<file path="config.mk">
export PLATFORM = sky130hd
export DESIGN_NAME = ddc_mode_supervisor
export DESIGN_NICKNAME = d
export VERILOG_FILES = /design/src/rtl/ddc_mode_pkg.sv /design/src/rtl/ddc_win_counter.sv /design/src/rtl/ddc_mode_fsm.sv /design/src/rtl/ddc_mode_supervisor.sv
export SDC_FILE = /design/constraint.sdc
export NUM_CORES = 1
export LEC_CHECK = 0
export CAP_MARGIN = 15
export CELL_PAD_IN_SITES_DETAIL_PLACEMENT = 0
export CELL_PAD_IN_SITES_GLOBAL_PLACEMENT = 1
export CORE_MARGIN = 5
export CORE_UTILIZATION = 40
export DETAILED_ROUTE_END_ITERATION = 8
export GPL_TIMING_DRIVEN = 0
export PLACE_DENSITY = 0.85
export REMOVE_ABC_BUFFERS = 1
export SYNTH_ARGS = -nofsm -noshare
export SYNTH_HDL_FRONTEND = slang
export SYNTH_SLANG_ARGS = --single-unit
</file>
<file path="constraint.sdc">
create_clock -name clk -period 2.6 [get_ports clk]
set_input_delay 0.52 -clock clk [delete_from_list [all_inputs] [get_ports clk]]
set_output_delay 0.52 -clock clk [all_outputs]
set_load 0.02 [all_outputs]
</file>
<file path="src/rtl/ddc_mode_pkg.sv">
package ddc_mode_pkg;

    typedef enum logic [1:0] {
        MODE_XMIT  = 2'd0,
        MODE_TRANS = 2'd1,
        MODE_LOCK  = 2'd2
    } ddc_mode_e;

    typedef struct packed {
        logic stream_en;
        logic slave_en;
    } ddc_en_t;

    function automatic ddc_en_t mode_enables(ddc_mode_e m);
        ddc_en_t e;
        e.stream_en = (m == MODE_XMIT);
        e.slave_en  = (m != MODE_XMIT);
        return e;
    endfunction

endpackage

</file>
<file path="src/rtl/ddc_win_counter.sv">
module ddc_win_counter #(
    parameter int LIMIT = 128
) (
    input  logic clk,
    input  logic rst,
    input  logic clr,
    input  logic inc,
    output logic hit
);
    localparam int CW = $clog2(LIMIT + 1);
    localparam logic [CW-1:0] LAST = CW'(LIMIT - 1);

    logic [CW-1:0] cnt;

    // Terminal event: the counted event that would reach LIMIT.
    assign hit = inc && !clr && (cnt == LAST);

    always_ff @(posedge clk) begin
        if (rst || clr) begin
            cnt <= '0;
        end else if (inc && cnt != LAST) begin
            cnt <= cnt + 1'b1;
        end
    end
endmodule

</file>
<file path="src/rtl/ddc_mode_fsm.sv">
module ddc_mode_fsm
    import ddc_mode_pkg::*;
#(
    parameter bit RECOVER_EN = 1'b1
) (
    input  logic      clk,
    input  logic      rst,
    input  logic      scl_fall,
    input  logic      dev_sel_ok,
    input  logic      expire,
    output ddc_mode_e state
);
    ddc_mode_e nxt;

    always_comb begin
        nxt = state;
        unique case (state)
            MODE_XMIT: begin
                if (scl_fall) nxt = RECOVER_EN ? MODE_TRANS : MODE_LOCK;
            end
            MODE_TRANS: begin
                if (dev_sel_ok)    nxt = MODE_LOCK;
                else if (scl_fall) nxt = MODE_TRANS;
                else if (expire)   nxt = MODE_XMIT;
            end
            MODE_LOCK: nxt = MODE_LOCK;
            default:   nxt = MODE_XMIT;
        endcase
    end

    always_ff @(posedge clk) begin
        if (rst) state <= MODE_XMIT;
        else     state <= nxt;
    end
endmodule

</file>
<file path="src/rtl/ddc_mode_supervisor.sv">
module ddc_mode_supervisor
    import ddc_mode_pkg::*;
#(
    parameter int PULSE_LIMIT   = 128,
    parameter int TIMEOUT_TICKS = 2000,
    parameter bit RECOVER_EN    = 1'b1
) (
    input  logic       clk,
    input  logic       rst,
    input  logic       vclk_rise,
    input  logic       scl_fall,
    input  logic       dev_sel_ok,
    input  logic       tick,
    output logic [1:0] mode,
    output logic       stream_en,
    output logic       slave_en
);
    ddc_mode_e state;
    ddc_en_t   en;
    logic      win_clr;
    logic      pulse_hit;
    logic      time_hit;

    // Counters run only in the provisional window; any I2C clock fall restarts them.
    assign win_clr = (state != MODE_TRANS) || scl_fall;

    ddc_win_counter #(.LIMIT(PULSE_LIMIT)) u_pulse_cnt (
        .clk (clk),
        .rst (rst),
        .clr (win_clr),
        .inc (vclk_rise),
        .hit (pulse_hit)
    );

    ddc_win_counter #(.LIMIT(TIMEOUT_TICKS)) u_time_cnt (
        .clk (clk),
        .rst (rst),
        .clr (win_clr),
        .inc (tick),
        .hit (time_hit)
    );

    ddc_mode_fsm #(.RECOVER_EN(RECOVER_EN)) u_fsm (
        .clk        (clk),
        .rst        (rst),
        .scl_fall   (scl_fall),
        .dev_sel_ok (dev_sel_ok),
        .expire     (pulse_hit || time_hit),
        .state      (state)
    );

    assign en        = mode_enables(state);
    assign mode      = state;
    assign stream_en = en.stream_en;
    assign slave_en  = en.slave_en;
endmodule

</file>
Word level (Yosys, flattened, before mapping)
Cells that the tools add are included.
- bits in registers: 21
- input bits: 6
- output and inout port bits: 4
- word-level logic and storage cells: 32
- $add $sub $neg: 2
- eq/ne operators: 9
- muxes and demuxes: 5
- reductions and logical operators: 13
- operator list (cell ; number):
    adder 11 x 1 -> 11 bit (second input constant) ; 1
    == test 11 bit (second input constant) ; 1
    inequality test 11 bit (second input constant) ; 1
    adder 8 x 1 -> 8 bit (second input constant) ; 1
    == test 8 x 7 -> 1 bit (second input constant) ; 1
    2-to-1 mux 2 bit ; 4
    inequality test 8 x 7 -> 1 bit (second input constant) ; 1
    logical AND 1 bit ; 6
    one-hot mux 2 bit (3 select lines) ; 1
    inequality test 4 x 3 -> 1 bit (second input constant) ; 1
    logical OR 1 bit ; 3
    == test 2 x 1 -> 1 bit (second input constant) ; 1
    == test 2 bit (second input constant) ; 1
    zero test 2 bit ; 1
    inequality test 2 x 1 -> 1 bit (second input constant) ; 1
    inequality test 2 bit (second input constant) ; 1
    AND reduction 2 bit ; 1
    nonzero test 2 bit ; 1
    zero test 1 bit ; 1

Depth between registers and ports, before layout
- depth after elaboration: 10
- depth in mapped cells: 5
- depth with buffers taken out: 5

Modules after synthesis
Synthesis repeated with hierarchy kept, for this count alone.
- cell total of the unflattened synthesis: 138
- area total of the unflattened synthesis: 1221.2 µm²
- modules (own cells, without submodules) (module ; instances ; cells each ; area an instance (µm²)):
    ddc_win_counter (u_time_cnt) ; 1 ; 75 ; 653.1
    ddc_win_counter (u_pulse_cnt) ; 1 ; 51 ; 457.9
    ddc_mode_fsm ; 1 ; 8 ; 85.1
    ddc_mode_supervisor ; 1 ; 4 ; 25.0

Least setup slack after synthesis
OpenSTA, ideal clock, no wires.
- kind: register to register
- start: reg u_pulse_cnt.cnt[0]
- end: reg u_fsm.state[0]
- setup time: 58 ps
- arrival time: 1389 ps
- required time: 2542 ps
- slack: 1153 ps
- stages on the path, launching flop included: 6
- buffers on the path: 0
- clock period less this slack: 1447 ps
- path through: dfxtp_1 > ha_1 > and3_1 > and3_1 > a2111oi_0 > a31o_2
- cells in the longest elaborated chain, start to end: 5
- ends and longest elaborated chain (element ; line ; text):
    start: declaration ; ddc_win_counter.sv:13 ; logic [CW-1:0] cnt;
    start signal: assignment ; ddc_win_counter.sv:22 ; cnt <= cnt + 1'b1;
    == test 8 x 7 -> 1 bit ; ddc_win_counter.sv:16 ; assign hit = inc && !clr && (cnt == LAST);
    logical AND 1 bit ; ddc_win_counter.sv:16 ;
    logical OR 1 bit ; ddc_mode_supervisor.sv:48 ; .expire (pulse_hit || time_hit),
    inequality test 4 x 3 -> 1 bit (no line) ; n/a ;
    AND reduction 2 bit (no line) ; n/a ;
    end signal: assignment ; ddc_mode_fsm.sv:33 ; else state <= nxt;
    end: declaration ; ddc_mode_fsm.sv:11 ; output ddc_mode_e state
No other way between the ends.
A chain may end at the register's enable or synchronous reset.

Worst setup path in the final report
- start: reg u_fsm.state[1]
- end: out stream_en
- cells in the longest elaborated chain, start to end: 1
- ends and longest elaborated chain (element ; line ; text):
    zero test 2 bit ; ddc_mode_pkg.sv:16 ; e.stream_en = (m == MODE_XMIT);
    end: declaration ; ddc_mode_supervisor.sv:15 ; output logic stream_en,
No other way between the ends.

==> results.cfg <==
[power]
cell_internal_pwr_mw = 0.408
p_comb_share_pct = 8.4
p_clk_share_pct = 29.8
cellPowerDensity_nw_per_um2 = 467
vdd_ir_drop_max_v = 0.000407
power.switching_mw = 0.122
power_leakage_nw = 0.369
power_mw = 0.529
switching_share_pct = 23.0
seq_power_share_pct = 61.8

[detailed_routing]
top_layer = met4
route.met2.wl_um = 918
routed_via_density = 5.38
drt-met1-wl_um = 833
drc = 0
vias = 828
routed_wl_um = 1850
drtPass1Iterations = 4
drt-wirelength-per-cell_um = 12.0
drt-initial-drc-count = 35
met3_length_um = 76
ant_nets = 0

[job]
maxCapViolCount = 0

[floorplanning]
die_area_um2 = 3560
coreArea_um2 = 2410
row_count = 18
die_y_um = 59.7
initial_core_util_pct = 41.0
ios = 10
die_width_um = 59.7

[timing]
final.period_utilization_pct = 81.7
fin_hold_ws_ns = 0.497
tns_ns = 0
period_minus_slack_ns = 2.12
hold_viol_final = 0
fmax_mhz = 471
tightest_slew_ns = 0.746
max_slew_margin_pct = 50.1
clock-skew-final_ns = 0.0119
rsz0062_at_grt = false
drv_slew = 0
setup_viol = 0

[clock_tree]
cts_setup_buffers = 0
clkLatencyLatePin_ns = 0.31
cts_inserted_buffers = 3
cts_buffer_depth = 2
path_clk_slew_ns = 0.12
ctsHoldBuffers = 0
root_buffer = clkbuf_4
cts_tree = done
postCtsResizedCells = 0
htree_levels = 1
cts.sinks = 21

[final_layout]
fin_area_um2 = 1130
utilization_pct = 47.0
final_nets = 133
antenna_cells = 0
n_fill_cell = 234
area_growth_pct = 14.8
drive_gt1_share_pct = 6.45

[run_status]
status = finished clean

[synthesis]
synth_xor_area_share_pct = 7.98
ys_warn_count = 0
synthAdderAreaFrac_pct = 2.53
ys_seq_elements = 21
muxShareOfSynthArea_pct = 4.18
synthTopCellsByArea = dfxtp_1, nor2_1, nand4_1
synth_area_um2 = 987
synthArstFlopShare_pct = 0
synth_cells = 113
ys_seq_area_share_pct = 42.6
yosys.area_share.simple_pct = 27.9
synth_compound_area_share_pct = 13.3
synth_cell_types = 30
synth_ff_type = dfxtp_1
synth_top_family_by_area = simple AND/OR/NAND/NOR gates
synth_most_common_cell = dfxtp_1
synth_top_area_cell = dfxtp_1
synth_top_area_share_pct = 42.6
synth.avg_cell_area_um2 = 8.74
synth_enable_flop_cells = 0
synth_common_cells = dfxtp_1, nor2_1, nand2_1

[place]
place_area_um2 = 1110
dp_hpwl_um = 1360
place_congestion = 0.840
portBuffers = 9

[worst_setup_path]
start_kind = flop
cp_max_fo = 4
critPathKind = reg2out
cp_data_required_time_ns = 2.08
arrival_ns = 1.60
end_kind = output port

[global_routing]
grt_pass1_wl_um = 3300
grt_overflow_total = 0
grt_max_degree = 21
grt_pass1_vias = 769
antenna_found_initial = 0
grt_usage_pct = 12.1

[min_path]
hold_path.class = reg2reg
-- sequential cells by signal, indices dropped and copies added, names as in the netlist --
signal,count
u_fsm.state,2
u_time_cnt.cnt,11
u_pulse_cnt.cnt,8
-- through the flow --
step,cells,setup slack [ns]
global placement,150,0.140
CTS,154,0.452
global route,154,0.366
detailed placement,150,0.151
finish,154,0.476
floorplan,111,0.946
-- path summary, 6_finish.rpt --
kind	startpoint	to	slack, ns	cells past startpoint
min reg2reg	u_time_cnt.cnt[10]	u_time_cnt.cnt[10]	0.50	2
max	u_fsm.state[1]	stream_en	0.48	3
min	u_time_cnt.cnt[10]	u_time_cnt.cnt[10]	0.50	2
max reg2reg	u_fsm.state[1]	u_fsm.state[0]	0.78	4
-- metal layers --
| layer | global-route usage, % | up-vias |
|---|---|---|
| li1 | - | 434 |
| met1 | 13.2 | 378 |
| met2 | 21.9 | 12 |
| met3 | 4.10 | 4 |
| met4 | 3.80 | 0 |
| met5 | 0 | - |
-- cell families after synthesis --
group                    Yosys count
AND/OR/NAND/NOR                   54
flip-flops                        21
AO/OA/AOI/OAI                     19
XOR/XNOR                           9
buffers and inverters              4
multiplexers                       4
adder cells (fa/ha/maj)            2
-- cells in the final DEF, fill, tap and decap left out, types with 4 or more instances in the layout --
| master | n |
|---|---|
| nor2_1 | 16 |
| xor2_1 | 5 |
| a21oi_1 | 8 |
| nand3_1 | 5 |
| nand4_1 | 7 |
| nor3_1 | 4 |
| dfxtp_1 | 21 |
| clkdlybuf4s50_1 | 9 |
| nand2_1 | 10 |
| xnor2_1 | 4 |
-- critical path: stages, from the launching register on --
cell	delay, ns
dfxtp_1	0.34
or2_2	0.30
inv_1	0.06
clkdlybuf4s50_1	0.60
-- cell type report --
cell class	count	area, um2	share of cell area [%]
Tap cell	30	37.5	3.31
Inverter	2	7.51	0.662
Sequential cell	21	420	37.1
Clock buffer	4	26.3	2.32
Timing Repair Buffer	9	90.1	7.95
Multi-Input combinational cell	88	552	48.7
-- power by group through the flow --
stage / combinational (mW) / clock (mW) / sequential (mW)
finish: 0.0443 / 0.158 / 0.327
global route: 0.0474 / 0.179 / 0.328
CTS: 0.0449 / 0.167 / 0.327
detailed placement: 0.0448 / 0 / 0.334
global placement: 0.0441 / 0 / 0.334
floorplan: 0.0186 / 0 / 0.337
Power figures use the tool's default switching activity.
